==> src/rtl/sha1_msg_padder.sv <==
module sha1_msg_padder #(
  parameter int BLK_BYTES = 64,
  parameter int LEN_BYTES = 8
) (
  input  logic                   clk,
  input  logic                   rst_n,
  input  logic                   in_valid,
  output logic                   in_ready,
  input  logic [7:0]             in_data,
  input  logic                   in_last,
  input  logic                   in_nobyte,
  output logic                   out_valid,
  input  logic                   out_ready,
  output logic [BLK_BYTES*8-1:0] out_block,
  output logic                   out_final
);
  localparam int BLK_W  = BLK_BYTES * 8;
  localparam int LEN_W  = LEN_BYTES * 8;
  localparam int POS_W  = $clog2(BLK_BYTES) + 1;
  localparam int IDX_W  = $clog2(BLK_BYTES);
  localparam logic [POS_W-1:0] POS_FULL = POS_W'(BLK_BYTES);
  localparam logic [POS_W-1:0] POS_FIT  = POS_W'(BLK_BYTES - LEN_BYTES - 1);

  typedef enum logic [1:0] {ST_FILL, ST_PAD, ST_LEN, ST_OUT} st_t;
  typedef enum logic [1:0] {NX_FILL, NX_MARK, NX_LEN} nx_t;

  st_t              st;
  nx_t              nx;
  logic [BLK_W-1:0] blk;
  logic [POS_W-1:0] pos;
  logic [LEN_W-1:0] bitcnt;
  logic             fin;

  logic [POS_W-1:0]    pos_nx;
  logic [IDX_W-1:0]    slot;
  logic [IDX_W+2:0]    lsb;
  logic                take;

  assign in_ready  = (st == ST_FILL);
  assign out_valid = (st == ST_OUT);
  assign out_block = blk;
  assign out_final = fin;
  assign take      = in_valid && in_ready;
  assign pos_nx    = pos + (in_nobyte ? POS_W'(0) : POS_W'(1));
  assign slot      = ~pos[IDX_W-1:0];
  assign lsb       = {slot, 3'b000};

  always_ff @(posedge clk) begin
    if (!rst_n) begin
      st     <= ST_FILL;
      nx     <= NX_FILL;
      blk    <= '0;
      pos    <= '0;
      bitcnt <= '0;
      fin    <= 1'b0;
    end else begin
      case (st)
        ST_FILL: if (take) begin
          if (!in_nobyte) begin
            blk[lsb +: 8] <= in_data;
            bitcnt        <= bitcnt + LEN_W'(8);
          end
          pos <= pos_nx;
          if (in_last) st <= ST_PAD;
          else if (pos_nx == POS_FULL) begin
            st  <= ST_OUT;
            fin <= 1'b0;
            nx  <= NX_FILL;
          end
        end
        ST_PAD: begin
          st <= ST_OUT;
          if (pos == POS_FULL) begin
            fin <= 1'b0;
            nx  <= NX_MARK;
          end else begin
            blk[lsb +: 8] <= 8'h80;
            if (pos <= POS_FIT) begin
              blk[LEN_W-1:0] <= bitcnt;
              fin            <= 1'b1;
              nx             <= NX_FILL;
            end else begin
              fin <= 1'b0;
              nx  <= NX_LEN;
            end
          end
        end
        ST_LEN: begin
          blk[LEN_W-1:0] <= bitcnt;
          fin            <= 1'b1;
          nx             <= NX_FILL;
          st             <= ST_OUT;
        end
        default: if (out_ready) begin
          blk <= '0;
          pos <= '0;
          if (fin) begin
            bitcnt <= '0;
            st     <= ST_FILL;
          end else begin
            case (nx)
              NX_MARK: st <= ST_PAD;
              NX_LEN:  st <= ST_LEN;
              default: st <= ST_FILL;
            endcase
          end
        end
      endcase
    end
  end

  AST_IN_BLOCKED: assert property (@(posedge clk) disable iff (!rst_n)
    out_valid |-> !in_ready);
  AST_HOLD_BLOCK: assert property (@(posedge clk) disable iff (!rst_n)
    out_valid && !out_ready |=> out_valid && $stable(out_block) && $stable(out_final));
  AST_FINAL_LEN: assert property (@(posedge clk) disable iff (!rst_n)
    out_valid && out_final |-> out_block[LEN_W-1:0] == bitcnt);
  AST_COUNT_STEP: assert property (@(posedge clk) disable iff (!rst_n)
    in_valid && in_ready && !in_nobyte |=> bitcnt == $past(bitcnt) + LEN_W'(8));
  AST_COUNT_CLEAR: assert property (@(posedge clk) disable iff (!rst_n)
    out_valid && out_ready && out_final |=> bitcnt == '0 && in_ready);
  AST_POS_RANGE: assert property (@(posedge clk) disable iff (!rst_n)
    pos <= POS_FULL);
endmodule

==> config.mk <==
export PLATFORM = sky130hd
export DESIGN_NAME = sha1_msg_padder
export DESIGN_NICKNAME = d
export VERILOG_FILES = /design/src/rtl/sha1_msg_padder.sv
export SDC_FILE = /design/constraint.sdc
export NUM_CORES = 1
export LEC_CHECK = 0
export BUFFER_PORTS_ARGS = -buffer_cell sky130_fd_sc_hd__buf_2
export CAP_MARGIN = 0
export CORE_ASPECT_RATIO = 0.75
export CORE_MARGIN = 2
export CORE_UTILIZATION = 58
export DETAILED_ROUTE_END_ITERATION = 12
export PLACE_DENSITY = 0.85
export SETUP_SLACK_MARGIN = 0.15
export SLEW_MARGIN = 25
export SYNTH_ARGS = -nofsm -noshare
export SYNTH_HDL_FRONTEND = slang
export SYNTH_SLANG_ARGS = --single-unit
==> constraint.sdc <==
create_clock -name clk -period 4.2 [get_ports clk]
set_clock_uncertainty 0.15 [all_clocks]
set_input_delay 0.42 -clock clk [delete_from_list [all_inputs] [get_ports clk]]
set_output_delay 0.42 -clock clk [all_outputs]
set_load 0.02 [all_outputs]
==> results of run 1 <==
==> Yosys cell counts (13+ instances only) <==
library cell    n  area [sq um]
dfxtp_1       585         11700
nor2_1        277          1040
nand2_1       261           980
nand3_1       240          1200
o21ai_0       155           776
clkbuf_1      147           552
mux2i_1       141          1410
a21oi_1       134           671
a22oi_1        60           450
xor2_1         47           412
buf_2          37           185
o221a_2        36           405
o2bb2ai_1      35           307
o22ai_1        34           213
inv_1          26          97.6
nand3b_1       26           195
nand4_1        25           156
or3_1          23           144
nor3_1         21           105
a32o_1         19           190
nor3_2         18           180
and3_1         17           106
xnor2_1        17           149
buf_1          16          60.1
o21ai_1        15          75.1
and2_1         13          81.3
==> critical path, stage by stage, from the launching register on <==
cell and delay [ns]:
dfxtp_1 0.36, inv_1 0.10, ha_1 0.58, nor3_1 0.19, a211oi_4 0.60, nand2_2 0.16
buf_4 0.26, nor4_4 0.82, nor2_2 0.12, o221a_2 0.29
==> per-layer routing <==
| metal | part of all wire, % | vias up | global-route usage [%] |
|---|---|---|---|
| li1 | - | 10230 | - |
| met1 | 38 | 11301 | 52.7 |
| met2 | 43 | 1703 | 61.9 |
| met3 | 12 | 353 | 10.6 |
| met4 | 6.8 | 2 | 24.4 |
| met5 | 0.014 | - | 0 |
==> worst paths after layout <==
path,startpoint,end
setup / recovery,st[0],out_block[494]
hold / removal,in_data[1],out_block[217]
setup reg to reg,st[0],out_block[494]
hold reg to reg,out_block[471],out_block[471]
==> cells by family after synthesis <==
kind of cell               count (synthesis)
AOI/OAI and AO/OA                        575
buffers and inverters                    240
adders and majority gates                 10
muxes                                    147
and+or+nand+nor                         1001
DFF                                      585
xor gates and xnor gates                  66
==> stage by stage <==
step | std cells | power, mW | setup slack, ns
floorplan | 2624 | 7.92 | 1.30
global placement | 3539 | 9.03 | 0.721
detailed placement | 3539 | 9.10 | 0.579
CTS | 3641 | 14.6 | 0.562
global route | 3643 | 15.1 | 0.306
finish | 3643 | 14.8 | 0.443
==> state kept, by name, indices dropped and copies added, names as in the netlist <==
| register | flops |
|---|---|
| pos | 7 |
| nx | 2 |
| out_block | 512 |
| st | 2 |
| bitcnt | 61 |
| out_final | 1 |
==> power by group <==
part,leakage [nW],switching [mW],total [mW],internal (mW)
clock,0.992,2.31,5.62,3.31
sequential,4.71,0.0568,5.67,5.61
combinational,5.99,2.81,3.49,0.680
total,11.7,5.18,14.8,9.60
==> layout make-up <==
class,count,area [sq um]
clock inverter,39,571
clock buffer,63,1460
sequential,585,11700
timing repair buffer,600,3240
inverter,27,103
fill,3045,11700
tap,528,661
antenna,2,5.00
multi-input combinational,1799,11200
==> layout by cell type, fill, tap and decap left out, drive strengths merged, types with 8 or more instances in the layout <==
cell / n
nor2: 288
ha: 10
buf: 600
xnor2: 19
a32o: 19
o2bb2ai: 35
and4: 10
nor4: 18
o22ai: 34
a22oi: 60
mux2i: 141
o221a: 39
nand3b: 26
dfxtp: 585
inv: 29
o21ai: 170
nand3: 243
xor2: 47
nand2b: 8
clkinv: 19
o211ai: 9
clkbuf: 63
nor3: 47
nand2: 263
nand4: 25
and3: 17
bufinv: 13
or3: 23
a21oi: 139
and2: 15
==> flow_metrics.tcl, run 1 <==
set metrics [dict create \
    status "complete, no violations" \
    power.density_mw_per_mm2 511 \
    fmax_mhz 266 \
    arrival_ns 4.10 \
    final_hold_viol_count 0 \
    ys_seq_area_share_pct 49.2 \
    port_buffers 528 \
    htreeDepth 2 \
    fin_hold_ws_ns 0.0536 \
    die_area_sq_mm 0.0427 \
    setup_tns_ns 0 \
    vias 23589 \
    vias_per_cell 6.48 \
    die_h_microns 179 \
    slew_headroom_pct 29.1 \
    peakVddDrop_uv 373 \
    syn-cell-area_sq_mm 0.0238 \
    syn_inst 2624 \
    synth_top_family_by_area "simple AND/OR/NAND/NOR gates" \
    start_util_pct 58.6 \
    rsz0062_at_grt "false" \
    drt_wl_total_microns 90500 \
    p_leak_nw 11.7 \
    synth_compound_gate_area_share_pct 16.4 \
    clock_latency_ns 0.60 \
    grt-ovfl-total 0 \
    synthArstFlopShare_pct 0 \
    ctsHoldBuffers 0 \
    crit_required_ns 4.54 \
    cts_sinks 585 \
    cts_root_buffer "clkbuf_16" \
    hp-class "in -> reg" \
    start_kind "flop" \
    syn-mean-instance-area_sq_um 9.07 \
    synth_xor_area_share_pct 2.54 \
    clk_pin_slew_worst_paths_ns 0.07 \
    placed_cell_area_sq_mm 0.0269 \
    synthAdderAreaFrac_pct 0.526 \
    nNetsFinal 3091 \
    place_congestion 0.985 \
    critPathMaxFanout 17 \
    cts_tree "done" \
    fin_area_sq_mm 0.0289 \
    grt_max_degree 118 \
    grt_first_pass_wirelength_microns 136000 \
    synthFlopType "dfxtp_1" \
    pin_count 529 \
    yosys_register_bits 585 \
    setup-violations-final 0 \
    tightest_slew_ns 1.06 \
    r2r_cells 9 \
    fin_crit_ns 3.76 \
    hold_depth 3 \
    dr.first_iter.drc_count 2759 \
    regToRegSetupSlack_ns 0.44 \
    yosys.area_share.simple_pct 20.9 \
    drv_cap 0 \
    ctsLongestPathBuffers 3 \
    die_w_microns 238 \
    cts_setup_buffers 0 \
    antenna_found_initial 4 \
    ys_warn_count 0 \
    core_area_sq_mm 0.0406 \
    route.detailed.drc 0 \
    ys_types 91 \
    ctsResizeCount 0 \
    post-route-period-util_pct 89.4 \
    crit_path_end_kind "flop" \
    wl_per_cell_microns 24.9 \
    post-route-util_pct 71.2 \
    rows 64 \
    grt_util_all_layers_pct 40.9 \
    hpwl_microns 63900 \
    synthMuxAreaShare_pct 6.21 \
    syn_nets 2648 \
    slew_violations 0 \
    drtPass1Iterations 6 \
    cts_made_buffers 54 \
    synth-edff-count 0 \
    grt_pass1_vias 22397 \
    area_growth_pct 21.5 \
    critPathKind "reg -> reg" \
    drtAntennaViolNets 0 \
    layout-drive-gt1-share_pct 26.6 \
]
(Power assumes the default switching activity.)
==> run 2, diff against run 1 <==
Settings changed: CORE_UTILIZATION 58 to 35, PLACE_DENSITY 0.85 to not set.
==> run 2 against run 1 <==
Largest power group is now clock. Die area rose by 64%. Via count fell by 7.0%. Total power rose by 1.7%. Fmax fell by 2.8%. Critical path type unchanged.
==> flow_metrics.tcl, run 2 (synthesis gave the netlist of run 1 again) <==
set metrics [dict create \
    status "complete, no violations" \
    r2r-end "out_block[494]" \
    area_growth_pct 24.0 \
    dr.first_iter.drc_count 1719 \
    grt_max_degree 102 \
    htreeDepth 2 \
    cts_tree "done" \
    gr-usage-met2_pct 40.6 \
    power.density_mw_per_mm2 509 \
    ctsResizeCount 0 \
    startpoint "pos[0]" \
    setup-violations-final 0 \
    clk_pin_slew_worst_paths_ns 0.06 \
    slew_violations 0 \
    ctsHoldBuffers 0 \
    peakVddDrop_uv 339 \
    crit_path_end_kind "flop" \
    drv_cap 0 \
    die_h_microns 230 \
    port_buffers 528 \
    ctsLongestPathBuffers 3 \
    grtUsageMet3_pct 7.09 \
    grt-ovfl-total 0 \
    start_kind "flop" \
    hpwl_microns 68700 \
    critPathKind "reg -> reg" \
    grt_first_pass_wirelength_microns 140000 \
    regToRegSetupSlack_ns 0.33 \
    setup_tns_ns 0 \
    core_area_sq_mm 0.0670 \
    wl_per_cell_microns 23.8 \
    drtAntennaViolNets 0 \
    post-route-period-util_pct 92.0 \
    grt_use_met1_pct 35.7 \
    arrival_ns 4.23 \
    final_cell_mix "dfxtp_1 (585), buf_2 (527), nor2_1 (277)" \
    r2r_cells 10 \
    post-route-util_pct 44.1 \
    rsz0062_at_grt "false" \
    nNetsFinal 3103 \
    fin_crit_ns 3.87 \
    start_util_pct 35.5 \
    vias 21931 \
    cts_made_buffers 60 \
    place_congestion 0.878 \
    clock_latency_ns 0.62 \
    hold_depth 3 \
    endpoint "out_block[494]" \
    grt_pass1_vias 20374 \
    slew_headroom_pct 30.8 \
    die_w_microns 305 \
    crit_required_ns 4.56 \
    die_area_sq_mm 0.0701 \
    route.detailed.drc 0 \
    rows 82 \
    largest_reg_flops 512 \
    grt_util_all_layers_pct 26.2 \
    critPathMaxFanout 16 \
    antenna_found_initial 3 \
    cts_setup_buffers 0 \
    p_leak_nw 11.8 \
    fmax_mhz 259 \
    final_common_cell "dfxtp_1" \
    cts_root_buffer "clkbuf_16" \
    drt_wl_total_microns 95500 \
    vias_per_cell 5.47 \
    pin_count 529 \
    layout-drive-gt1-share_pct 26.8 \
    drtPass1Iterations 5 \
    tightest_slew_ns 1.03 \
    grt-busiest-layer "met2" \
    hp-class "in -> reg" \
    timing.rr.start "pos[0]" \
    cts_sinks 585 \
    final_hold_viol_count 0 \
]
==> run 2: cell types whose count changed in the layout (fill, tap and decap cells not counted), sizes merged <==
| cell | previous run | this run |
|---|---|---|
| clkbuf | 63 | 80 |
| clkinv | 19 | 17 |
| diode | 2 | 1 |
| clkinvlp | 5 | 4 |
| buf | 600 | 606 |
| inv | 29 | 28 |
| bufinv | 13 | 9 |
==> run 2: through the flow <==
| step | cell area, sq um | std cells | hold WS [ns] | setup WS, ns | power [mW] |
|---|---|---|---|---|---|
| floorplan | 23800 | 2624 | 0.312 | 1.30 | 7.92 |
| global placement | 27400 | 3899 | 0.283 | 0.445 | 9.31 |
| detailed placement | 27400 | 3899 | 0.285 | 0.431 | 9.31 |
| CTS | 29500 | 4010 | 0.00158 | 0.436 | 15.1 |
| finish | 29500 | 4011 | 0.0359 | 0.335 | 15.0 |
| global route | 29500 | 4011 | 0.0325 | 0.162 | 15.6 |
==> run 2: metal layers <==
| layer | part of all wire (%) | routed length [microns] |
|---|---|---|
| met4 | 2.9 | 2750 |
| met1 | 44 | 42500 |
| met2 | 44 | 42000 |
| met5 | 0 | 0 |
| met3 | 8.7 | 8280 |
==> run 2: report_power, final <==
part           switching [mW]  leakage (nW)  total [mW]  internal [mW]
combinational            2.89          6.02        3.58          0.692
clock                    2.38          1.04        5.77           3.39
sequential             0.0541          4.71        5.67           5.62
==> run 2: layout make-up <==
type	instances	area, sq um
fillers	6629	37500
flip-flops and latches	585	11700
multi-input cells	1799	11200
repair buffers	606	3280
clock buffers	80	1700
well taps	882	1100
clock inverters	31	417
inverters	27	103
diodes	1	2.50
==> run 2: worst max-delay path: stages (launching register included) <==
cell and delay, ns:
dfxtp_1 0.37, buf_4 0.24, inv_1 0.20, ha_1 0.25, and4bb_2 0.22, nand3_1 0.33
nand2_2 0.44, nor2_1 0.93, buf_4 0.28, nor2_2 0.07, o221a_2 0.25
==> run 2: worst min-delay path by stage <==
stage	end	from	slack, ns
global placement	out_block[239]	out_block[239]	0.28
global route	out_block[251]	in_data[3]	0.03
detailed placement	out_block[487]	out_block[487]	0.28
floorplan	bitcnt[32]	bitcnt[32]	0.31
finish	out_block[347]	in_data[3]	0.04
CTS	out_block[218]	in_data[2]	0.002
==> run 3, diff against run 2 <==
Settings changed: ABC_AREA set to 1, SLEW_MARGIN 25 to 20.
==> run 3 against run 2 <==
Final cell count rose by 22%. Fmax up 4.9%. Global-route usage grew 1.5 points. Non-clock buffer count shrank 21. Flip-flop and latch count did not move. Hold slack better by 0.022 ns. Wire length grew 13%. Critical path type unchanged. Critical endpoint is now out_block[299].
==> flow_metrics.tcl, run 3 <==
set metrics [dict create \
    critPathMaxFanout 26 \
    synth_common_cells "nand2_1 (729), dfxtp_1 (585), a21oi_1 (479)" \
    critPathKind "reg -> reg" \
    tightest_slew_ns 1.01 \
    max_stage_delay_ns 0.62 \
    hpwl_microns 79600 \
    vias_per_cell 5.32 \
    area_growth_pct 22.0 \
    dr.first_iter.drc_count 2623 \
    largest_reg_flops 512 \
    cts_setup_buffers 0 \
    nNetsFinal 3906 \
    layout-drive-gt1-share_pct 22.3 \
    dp_cells 4775 \
    synthFlopType "dfxtp_1" \
    rows 85 \
    syn_nets 3443 \
    setup_tns_ns 0 \
    route.detailed.drc 0 \
    wl_per_cell_microns 22.1 \
    synth-edff-count 0 \
    place_congestion 0.990 \
    post-route-period-util_pct 87.7 \
    start_util_pct 35.4 \
    synthArstFlopShare_pct 0 \
    crit_required_ns 4.62 \
    die_h_microns 237 \
    cts_sinks 585 \
    path_buf_inv 3 \
    ys_types 50 \
    cts_tree "done" \
    arrival_ns 4.11 \
    peakVddDrop_uv 358 \
    fmax_mhz 271 \
    grt_util_all_layers_pct 27.7 \
    core_area_sq_mm 0.0718 \
    crit_path_end_kind "flop" \
    synth_top_area_share_pct 46.1 \
    path_delay_family "simple AND/OR/NAND/NOR gates" \
    syn-cell-area_sq_mm 0.0254 \
    drv_cap 0 \
    slew_headroom_pct 32.4 \
    htreeDepth 2 \
    path_cells "ha_1 > nand2_4 > inv_2 > nand3_2 > nand2_4 > inv_2 > nor2_2 > inv_1 > nor3_2 > nand2_1 > a21oi_1" \
    grt_pass1_vias 23401 \
    die_w_microns 315 \
    start_kind "flop" \
    cts_root_buffer "clkbuf_16" \
    fillers 7401 \
    final_common_cell "nand2_1" \
    ctsLongestPathBuffers 3 \
    antenna_found_initial 5 \
    grt_first_pass_wirelength_microns 157000 \
    syn_inst 3419 \
    drtAntennaViolNets 0 \
    stdcell_count 4889 \
    pin_count 529 \
    synthTopCellsByArea "dfxtp_1 (46%), nand2_1 (11%), a21oi_1 (9.4%)" \
    yosysMostFrequentCell "nand2_1" \
    setup-violations-final 0 \
    hp-class "in -> reg" \
    drt_wl_total_microns 108000 \
    syn-mean-instance-area_sq_um 7.44 \
    ys_warn_count 0 \
    crit_path_top_delay_cell "nor2_2" \
    clock_latency_ns 0.64 \
    ys_seq_area_share_pct 46.1 \
    grt-ovfl-total 0 \
    status "complete, no violations" \
    slew_violations 0 \
    rsz0062_at_grt "false" \
    die_area_sq_mm 0.0748 \
    final_hold_viol_count 0 \
    synth_top_area_cell "dfxtp_1" \
    port_buffers 528 \
    grt_max_degree 119 \
    cts_made_buffers 59 \
    vias 26006 \
    clk_pin_slew_worst_paths_ns 0.06 \
    yosys_register_bits 585 \
    p_leak_nw 12.7 \
    power.density_mw_per_mm2 517 \
    drtPass1Iterations 6 \
    final_cell_mix "nand2_1 (723), dfxtp_1 (585), buf_2 (527)" \
    fin_crit_ns 3.68 \
]
==> run 3: final timing paths <==
path | from | to | slack, ns | cells after the start
max reg2reg | pos[0] | out_block[299] | 0.52 | 11
max | pos[0] | out_block[299] | 0.52 | 11
min | in_data[6] | out_block[302] | 0.06 | 3
min reg2reg | out_block[247] | out_block[247] | 0.29 | 2
==> run 3: area by class of cell <==
class                           instances  area (sq um)  share of cell area (%)
Sequential cell                       585         11700                    37.8
Antenna cell                            2          5.00                  0.0161
Multi-Input combinational cell       2429         12000                    38.6
Inverter                              222           861                    2.77
Clock inverter                         28           457                    1.47
Tap cell                              957          1200                    3.86
Timing Repair Buffer                  585          3140                    10.1
Clock buffer                           81          1670                    5.38
==> run 3: what timing repair did <==
item | CTS | global route
hold buffers | 3 | 0
endpoints found under the hold margin | 3 | 0
endpoints found under the setup margin | 0 | 0
gates resized for setup | 0 | 0
==> run 3: worst min-delay path: stages <==
cell and delay [ns]:
buf_2 0.22, nand2_1 0.11, a21oi_1 0.05
==> run 3: cell families after synthesis <==
group,Yosys count,synth area share [%]
AOI/OAI and AO/OA,878,18.7
xor gates and xnor gates,14,0.482
adders and majority gates,10,0.492
buffers and inverters,405,6.90
DFF,585,46.1
and+or+nand+nor,1527,27.4
==> run 3: metrics by stage <==
stage               instance area [sq um]  total power [mW]  worst slack, ns  util (%)  hold slack, ns
global placement                    28900              10.2            0.613      40.2           0.283
floorplan                           25400              8.53             1.77         -           0.293
CTS                                 31000              16.0            0.544      43.2         0.00650
global route                        31000              16.6            0.246      43.2          0.0435
detailed placement                  28900              10.2            0.544      40.2           0.281
finish                              31000              16.0            0.516      43.2          0.0580
==> run 3: metal layers <==
metal,part of all wire (%),global-route usage [%],up-vias
met4,3.5,9.15,0
met3,8.7,5.57,171
met2,43,42.2,1119
met5,0,0,-
met1,44,39.0,12354
li1,-,-,12362
==> run 3: where the power goes <==
group / internal (mW) / switching (mW) / leakage [nW]
registers: 5.64 / 0.0741 / 4.71
logic: 0.856 / 3.60 / 6.92
clock network: 3.46 / 2.42 / 1.04
